--- config.mk ---
export PLATFORM = sky130hd
export DESIGN_NAME = cohwin_top
export DESIGN_NICKNAME = d
export VERILOG_FILES = /design/src/rtl/cohwin_pkg.sv /design/src/rtl/cohwin_regs.sv /design/src/rtl/cohwin_match.sv /design/src/rtl/cohwin_top.sv
export SDC_FILE = /design/constraint.sdc
export NUM_CORES = 1
export LEC_CHECK = 0
export BUFFER_PORTS_ARGS = -buffer_cell sky130_fd_sc_hd__buf_2
export CAP_MARGIN = 10
export CORE_UTILIZATION = 51
export CTS_CLUSTER_SIZE = 40
export DETAILED_ROUTE_END_ITERATION = 10
export PLACE_DENSITY = 0.85
export SYNTH_ARGS = -nofsm -noshare
export SYNTH_HDL_FRONTEND = slang
export SYNTH_SLANG_ARGS = --single-unit
--- constraint.sdc ---
create_clock -name clk -period 4.3 [get_ports clk]
set_input_delay 0 -clock clk [delete_from_list [all_inputs] [get_ports clk]]
set_output_delay 0 -clock clk [all_outputs]
set_load 0.005 [all_outputs]
--- src/rtl/cohwin_pkg.sv ---
package cohwin_pkg;

    parameter int unsigned CW_DATA_W  = 32;
    parameter int unsigned CW_ADDR_W  = 32;
    parameter int unsigned CW_PAGE_SH = 12;
    parameter int unsigned CW_SIZE_W  = 5;
    parameter int unsigned CW_BASE_W  = CW_ADDR_W - CW_PAGE_SH;

    typedef enum logic [1:0] {
        IDX_ENABLE  = 2'd0,
        IDX_PARTIAL = 2'd1,
        IDX_BASE    = 2'd2,
        IDX_SIZE    = 2'd3
    } cw_idx_e;

    typedef struct packed {
        logic                 en;
        logic                 partial;
        logic [CW_BASE_W-1:0] base;
        logic [CW_SIZE_W-1:0] size_code;
    } cw_cfg_t;

    // Legal window: the size fits in the address space and the base
    // page number has its low size_code bits clear.
    function automatic logic cw_legal(input logic [CW_BASE_W-1:0] base,
                                      input logic [CW_SIZE_W-1:0] code);
        logic ok;
        ok = (int'(code) <= int'(CW_BASE_W));
        for (int i = 0; i < int'(CW_BASE_W); i++) begin
            if ((i < int'(code)) && base[i]) ok = 1'b0;
        end
        return ok;
    endfunction

endpackage

--- src/rtl/cohwin_regs.sv ---
module cohwin_regs
    import cohwin_pkg::*;
(
    input  logic                 clk,
    input  logic                 rst,
    input  logic                 we,
    input  logic [1:0]           idx,
    input  logic [CW_DATA_W-1:0] wdata,
    output logic [CW_DATA_W-1:0] rdata,
    output cw_cfg_t              cfg,
    output logic                 cfg_err
);

    localparam int unsigned PAD_BASE = CW_DATA_W - CW_BASE_W;
    localparam int unsigned PAD_SIZE = CW_DATA_W - CW_SIZE_W;

    cw_cfg_t cfg_nxt;
    logic    geom_wr;
    logic    unused_wdata_hi;

    assign unused_wdata_hi = ^wdata[CW_DATA_W-1:CW_BASE_W];
    assign geom_wr = we && ((idx == IDX_BASE) || (idx == IDX_SIZE));

    always_comb begin
        cfg_nxt = cfg;
        if (we) begin
            unique case (cw_idx_e'(idx))
                IDX_ENABLE:  cfg_nxt.en        = wdata[0];
                IDX_PARTIAL: cfg_nxt.partial   = wdata[0];
                IDX_BASE:    cfg_nxt.base      = wdata[CW_BASE_W-1:0];
                IDX_SIZE:    cfg_nxt.size_code = wdata[CW_SIZE_W-1:0];
                default:     cfg_nxt = cfg;
            endcase
        end
    end

    always_ff @(posedge clk) begin
        if (rst) begin
            cfg     <= '0;
            cfg_err <= 1'b0;
        end else begin
            cfg <= cfg_nxt;
            if (geom_wr) cfg_err <= !cw_legal(cfg_nxt.base, cfg_nxt.size_code);
        end
    end

    always_comb begin
        unique case (cw_idx_e'(idx))
            IDX_ENABLE:  rdata = {{(CW_DATA_W-1){1'b0}}, cfg.en};
            IDX_PARTIAL: rdata = {{(CW_DATA_W-1){1'b0}}, cfg.partial};
            IDX_BASE:    rdata = {{PAD_BASE{1'b0}}, cfg.base};
            IDX_SIZE:    rdata = {{PAD_SIZE{1'b0}}, cfg.size_code};
            default:     rdata = '0;
        endcase
    end

    // error flag only moves on a base or size write
    p_err_sticky_r8: assert property (@(posedge clk) disable iff (rst)
        !geom_wr |=> $stable(cfg_err));

    // enable write visible next cycle
    p_en_write_r2: assert property (@(posedge clk) disable iff (rst)
        (we && idx == IDX_ENABLE) |=> (cfg.en == $past(wdata[0])));

endmodule

--- src/rtl/cohwin_match.sv ---
module cohwin_match
    import cohwin_pkg::*;
(
    input  logic                 clk,
    input  logic                 rst,
    input  cw_cfg_t              cfg,
    input  logic                 cfg_err,
    input  logic                 dma_valid,
    input  logic [CW_ADDR_W-1:0] dma_addr,
    output logic                 hit_valid,
    output logic                 hit_coherent
);

    logic [CW_BASE_W-1:0] bit_ok;
    logic                 in_window;
    logic                 coh_d;
    logic                 unused_low_bits;

    assign unused_low_bits = ^{dma_addr[CW_PAGE_SH-1:0], cfg.partial};

    // One comparator per page-number bit. Bits below the size code are
    // inside the window and always match.
    for (genvar g = 0; g < int'(CW_BASE_W); g++) begin : g_cmp
        assign bit_ok[g] = (g < int'(cfg.size_code)) ||
                           (dma_addr[g+CW_PAGE_SH] == cfg.base[g]);
    end

    assign in_window = &bit_ok;
    assign coh_d     = cfg.en && !cfg_err && in_window;

    always_ff @(posedge clk) begin
        if (rst) begin
            hit_valid    <= 1'b0;
            hit_coherent <= 1'b0;
        end else begin
            hit_valid    <= dma_valid;
            hit_coherent <= dma_valid && coh_d;
        end
    end

    p_latency_r5: assert property (@(posedge clk) disable iff (rst)
        dma_valid |=> hit_valid);

    p_idle_r5: assert property (@(posedge clk) disable iff (rst)
        !dma_valid |=> (!hit_valid && !hit_coherent));

    p_disabled_r6: assert property (@(posedge clk) disable iff (rst)
        (dma_valid && !cfg.en) |=> !hit_coherent);

    p_bad_window_r7: assert property (@(posedge clk) disable iff (rst)
        (dma_valid && cfg_err) |=> !hit_coherent);

endmodule

--- src/rtl/cohwin_top.sv ---
module cohwin_top
    import cohwin_pkg::*;
(
    input  logic                 clk,
    input  logic                 rst,
    input  logic                 cfg_we,
    input  logic [1:0]           cfg_addr,
    input  logic [CW_DATA_W-1:0] cfg_wdata,
    output logic [CW_DATA_W-1:0] cfg_rdata,
    input  logic                 dma_valid,
    input  logic [CW_ADDR_W-1:0] dma_addr,
    output logic                 hit_valid,
    output logic                 hit_coherent,
    output logic                 cfg_error
);

    cw_cfg_t cfg;
    logic    err;

    cohwin_regs u_regs (
        .clk     (clk),
        .rst     (rst),
        .we      (cfg_we),
        .idx     (cfg_addr),
        .wdata   (cfg_wdata),
        .rdata   (cfg_rdata),
        .cfg     (cfg),
        .cfg_err (err)
    );

    cohwin_match u_match (
        .clk          (clk),
        .rst          (rst),
        .cfg          (cfg),
        .cfg_err      (err),
        .dma_valid    (dma_valid),
        .dma_addr     (dma_addr),
        .hit_valid    (hit_valid),
        .hit_coherent (hit_coherent)
    );

    assign cfg_error = err;

    // no coherent flag without a valid result
    p_coh_needs_valid_r5: assert property (@(posedge clk) disable iff (rst)
        hit_coherent |-> hit_valid);

endmodule

Word level (Yosys, flattened, before mapping)
Index checks and enable logic that the tools add are counted.
{"block": "totals", "reg_bits": 30, "latchBits": 0, "ram_bits": 0, "rom_bits": 0, "input_bits": 70, "output_inout_bits": 35, "elab_cells": 148, "n_memories": 0}
{"block": "classes", "n_addsub": 0, "mul": 0, "n_div": 0, "magnitude_cmp": 41, "n_eq_ne": 23, "shift": 0, "muxes": 26, "bitwise": 0, "reduce_logical": 51}
{"operator": "$pmux 32 s4", "count": 1}
{"operator": "$lt 4x5->1 const A", "count": 16}
{"operator": "$lt 3x5->1 const A", "count": 8}
{"operator": "$lt 5x5->1 const A", "count": 8}
{"operator": "$mux 25", "count": 1}
{"operator": "$logic_and 1x1->1", "count": 24}
{"operator": "$mux 1", "count": 22}
{"operator": "$logic_or 1x1->1", "count": 21}
{"operator": "$eq 1x1->1", "count": 20}
{"operator": "$lt 1x5->1 const A", "count": 4}
{"operator": "$lt 2x5->1 const A", "count": 4}
{"operator": "$mux 20", "count": 1}
{"operator": "$reduce_and 20->1", "count": 1}
{"operator": "$le 5x5->1 const B", "count": 1}
{"operator": "$mux 5", "count": 1}
{"operator": "$eq 2x2->1 const B", "count": 2}
{"operator": "$reduce_and 2->1", "count": 2}
{"operator": "$eq 2x1->1 const B", "count": 1}
{"operator": "$logic_not 1->1", "count": 2}
{"operator": "$logic_not 2->1", "count": 1}

Longest topological paths before layout
{"block": "depth", "word_depth": 28, "depth_mapped": 9, "ltp_nobuf": 6}

Cells and area by module
From an unflattened synthesis, not the netlist that was laid out.
{"block": "hier_totals", "hier_cells": 302, "area_unflattened_um2": 2459.9}
{"mod": "cohwin_regs", "instances": 1, "cells_per_inst": 236, "area_each_um2": 1961.9, "seq_area_each_um2": 560.5}
{"mod": "cohwin_match", "instances": 1, "cells_per_inst": 66, "area_each_um2": 498.0, "seq_area_each_um2": 40.0}

Worst setup path before layout
No wires, ideal clock.
{"block": "synth_path", "path_kind": "register -> register", "from": "reg, netlist name u_regs.cfg[0]", "to": "reg u_regs.cfg_err", "setup_ns": 0.138, "arrival_time_ns": 1.587, "required_ns": 4.162, "path_slack_ns": 2.574, "stages_incl_launch_ff": 8, "n_path_buf": 1, "synth_period_minus_slack_ns": 1.726, "path_cell_list": "dfxtp_1 -> clkbuf_1 -> nor2_1 -> or3_1 -> a31oi_1 -> or4_1 -> nor4_2 -> a41oi_1"}
{"block": "synth_between", "elab_chain_cells": 27, "elab_cells_between_ends": 66, "classes_between": "21 x order compare; 24 x mux; 21 x reduce/logical"}
{"element": "$mux 5", "line_no": "cohwin_regs.sv:27", "rtl": "unique case (cw_idx_e'(idx))"}
{"element": "$mux 25 (*)", "line_no": "cohwin_regs.sv:26", "rtl": "if (we) begin"}
{"element": "$lt 1x5->1", "line_no": "cohwin_pkg.sv:30", "rtl": "if ((i < int'(code)) && base[i]) ok = 1'b0;"}
{"element": "$logic_and 1x1->1", "line_no": "cohwin_pkg.sv:30"}
{"element": "$mux 1 (19 in a row)", "line_no": "cohwin_pkg.sv:30"}
{"element": "$mux 1 (*)", "line_no": "cohwin_pkg.sv:30"}
{"element": "$mux 1 (*)", "line_no": "cohwin_regs.sv:43", "rtl": "if (geom_wr) cfg_err <= !cw_legal(cfg_nxt.base, cfg_nxt.size_code);"}
{"element": "$mux 1 (*)", "line_no": "cohwin_regs.sv:38", "rtl": "if (rst) begin"}
{"element": "$logic_not 1->1 (*)", "line_no": "cohwin_regs.sv:43"}
{"element": "end signal, assigned", "line_no": "cohwin_regs.sv:43"}
{"element": "end, declared", "line_no": "cohwin_regs.sv:11", "rtl": "output logic cfg_err"}
Every way passes the cells marked *; elsewhere a longest branch is shown, timed or not. The select of a mux whose other input is x is not followed.
A chain may end at the register's enable or synchronous reset.

Worst setup path in the final report
{"block": "layout_path", "from": "in cfg_addr[0]", "to": "reg u_regs.cfg_err"}
{"block": "layout_between", "elab_chain_cells": 28, "elab_cells_between_ends": 71, "classes_between": "21 x order compare; 2 x eq/ne; 25 x mux; 23 x reduce/logical"}
{"element": "start, declared", "line_no": "cohwin_top.sv:7", "rtl": "input logic [1:0] cfg_addr,"}
{"element": "$eq 2x2->1", "line_no": "cohwin_regs.sv:22, cohwin_regs.sv:27"}
{"element": "$mux 5", "line_no": "cohwin_regs.sv:27"}
{"element": "$mux 25", "line_no": "cohwin_regs.sv:26"}
{"element": "$lt 1x5->1", "line_no": "cohwin_pkg.sv:30"}
{"element": "$logic_and 1x1->1", "line_no": "cohwin_pkg.sv:30"}
{"element": "$mux 1 (20 in a row)", "line_no": "cohwin_pkg.sv:30"}
{"element": "$mux 1", "line_no": "cohwin_regs.sv:43"}
{"element": "$mux 1", "line_no": "cohwin_regs.sv:38"}
{"element": "$logic_not 1->1", "line_no": "cohwin_regs.sv:43"}
Several ways; a longest one is shown, not always the timed one. The select of a mux whose other input is x is not followed.

==> metrics.md <==
| Metric | Value |
|---|---|
| Status | finished clean |
| XOR/XNOR Fraction of Synth Area | 0.07471 |
| Initial core utilization | 0.5348 |
| Initial antenna violation count | 0 |
| Post-synth top flop | dfxtp_1 |
| Post-Synth Adder-Cell Area | 0 |
| WHS | 0.006175 ns |
| Core area | 4384 sq um |
| Minimum clock period | 2.173 ns |
| Peak VDD IR | 171.9 uV |
| CTS Buffer Depth | 2 |
| # DRC | 0 |
| Main combinational cell family by area after synthesis | simple AND/OR/NAND/NOR gates |
| Crit path from | cfg_addr[0] |
| Mapped Avg Cell Area | 7.816 sq um |
| Leakage | 1.151 nW |
| DPL Wire Length | 5077 microns |
| CP max FO | 14 |
| Fillers | 409 |
| Critical Path RT | 4.45 ns |
| Largest net degree at the start of global routing | 30 |
| First-pass GRT wire length | 11210 microns |
| Type of the most critical hold path | primary input to flop |
| Layout cells sized above 1 | 0.2318 |
| Post-DR wirelength/cell | 17.07 microns |
| Post-synthesis async set-or-reset flop share | 0 |
| Mapped cell area | 2345 sq um |
| Initial DRC count | 224 |
| All-Layer GR Usage | 0.2932 |
| Drt first pass iters | 5 |
| Fin crit share | 0.5053 |
| Critical path capture point type | flop |
| Vias | 2429 |
| WS Path Type | primary input to flop |
| Slew of the pin with the lowest slew margin | 0.8510 ns |
| Remaining antenna violation count after routing | 0 |
| Slew Viols, Final | 0 |
| Root Driver | clkbuf_8 |
| Commonest non-fill, non-tap cell in the layout | buf_2 |
| Final setup fails | 0 |
| GR Overflow Total | 0 |
| Synth-to-Final Area Change | 16.86% |
| Synth Area in Compound Gates | 0.1793 |
| Critical path's largest stage delay | 0.82 ns |
| Startpoint types | primary input |
| Slew margin rel. | 0.4326 |
| Worst path cell trace | buf_2 -> and3b_1 -> mux2i_1 -> a31oi_1 -> or4_1 -> nor4_2 -> a41oi_1 |
| Max-cap violations | 0 |
| Area leader, netlist | dfxtp_1 |
| Worst-Skew Late Latency | 0.28 ns |
| Placed Area | 2604 sq um |
| Io pins | 105 |
| Synthesis Warnings | 0 |
| CTS clk-pin slew, worst paths | 0.06 ns |
| Post-CTS Hold Fix Bufs | 6 |
| Top cell type's share of synthesized area | 0.2561 |
| CP arrival | 2.32 ns |
| Vias in the first global route | 2239 |
| Row count | 24 |
| Yosys cell types | 50 |
| CTS tree | done |
| Design area | 2740 sq um |
| Origin of the critical flop-to-flop path | u_regs.cfg[2] |
| Post-synthesis simple-gate area fraction | 0.2561 |
| Fmax | 0.4603 GHz |
| RSZ-0062 raised after global routing | false |
| Post-synthesis cell count | 300 |
| Pwr per Cell Area | 243.7 nW/um^2 |
| CP max-delay cell | and3b_1 |
| PostCTS Resize Cnt | 0 |
| Multi-input logic area | 1560 sq um |
| Clock Sinks | 30 |
| DIE AREA | 4873 sq um |
| Most frequent cells in the layout | buf_2, dfxtp_1, nor2_1 |
| Total CTS buffers | 5 |
| Hold_sp | cfg_wdata[16] |
| Post-synthesis mux area share | 0.1361 |
| Register bit total from synthesis | 30 |
| Synth top area cells | dfxtp_1, mux2i_1, xor2_1 |
| Setup total negative slack | 0 ns |
| Clk_skew | 0.006911 ns |
| Number of diodes | 0 |
| Htree depth | 2 |
| Postcts setup bufs | 0 |
| Layout Nets | 428 |
| Die X | 69.81 microns |
| Drt total wl | 7000 microns |
| Seq/Total Area, Yosys | 0.2561 |
| GP Congestion | 0.9297 |
| IO Port Bufs | 68 |
| Vias per inst | 5.924 |
| Sequential cell area | 600.6 sq um |
| Fin. Hold Viols | 0 |
| Post-synth EDFFs | 0 |
| Die Y | 69.81 microns |
-- synthesized netlist by cell type (2+ instances only) --
master and n:
nand2_1 26, clkbuf_1 16, xor2_1 13, nor3b_1 2, o32ai_1 2, buf_6 2, a31oi_1 6, nor2b_1 10
o31ai_1 2, nor4_1 4, and3b_1 3, or3_1 3, nand3_1 6, buf_4 12, inv_1 6, nand4_1 6
a221oi_1 3, o211ai_1 6, and2_1 15, buf_2 6, mux2i_1 24, nor2_1 29, nor3_1 5, a21oi_1 18
mux2i_4 2, o2111ai_1 2, a211oi_1 5, o21ai_0 9, xnor2_1 7, dfxtp_1 30
-- worst paths after layout --
| check | to | slack (ns) | depth (start not counted) |
|---|---|---|---|
| setup reg to reg | u_regs.cfg_err | 2.22 | 6 |
| hold / removal | u_regs.cfg[21] | 0.006 | 3 |
| hold reg to reg | u_regs.cfg[25] | 0.50 | 2 |
| setup / recovery | u_regs.cfg_err | 2.13 | 7 |
-- layer usage --
layer | GRT usage | part of all wire | up-vias
met5 | 0 | 0 | -
met4 | 0.1000 | 0.021 | 0
met3 | 0.05233 | 0.072 | 13
met2 | 0.4850 | 0.48 | 109
met1 | 0.3835 | 0.43 | 1146
li1 | - | - | 1161
-- critical path: cells and delay by family --
kind	cells	cell delay, ns
buffers and inverters	1	0.21
and+or+nand+nor	3	1.50
muxes	1	0.37
AOI/OAI and AO/OA	2	0.23
-- logic make-up after synthesis --
group | after synthesis
multiplexers | 28
XOR/XNOR | 20
flip-flops | 30
other | 1
AND/OR/NAND/NOR | 116
AO/OA/AOI/OAI | 63
buffers and inverters | 42
-- metrics by stage --
step / utilization / instances / worst slack, ns / total power, W
after CTS: 0.6250 / 410 / 2.135 / 0.0006677
final: 0.6250 / 410 / 2.127 / 0.0006678
after floorplan: - / 311 / 2.574 / 0.0004096
after detailed placement: 0.5939 / 397 / 1.830 / 0.0004542
after global placement: 0.5939 / 397 / 1.835 / 0.0004517
after global routing: 0.6250 / 410 / 1.989 / 0.0007003
-- final cells by class --
cell class | count | share of cell area
Clock buffer | 7 | 0.02785
Multi-Input combinational cell | 239 | 0.5694
Inverter | 6 | 0.008219
Timing Repair Buffer | 76 | 0.1516
Tap cell | 52 | 0.02374
Sequential cell | 30 | 0.2192
-- sequential cells by signal, indices dropped and copies added, names as in the netlist --
register              flops
u_match.hit_coherent      1
u_match.hit_valid         1
u_regs.cfg               27
u_regs.cfg_err            1
-- report_power, final --
part	switching, W	internal, W
clock network	0.000101	0.000111
logic	0.0000864	0.0000675
registers	0.0000135	0.000288
total	0.000201	0.000466
Note: power is estimated with default switching activity, not from simulation.
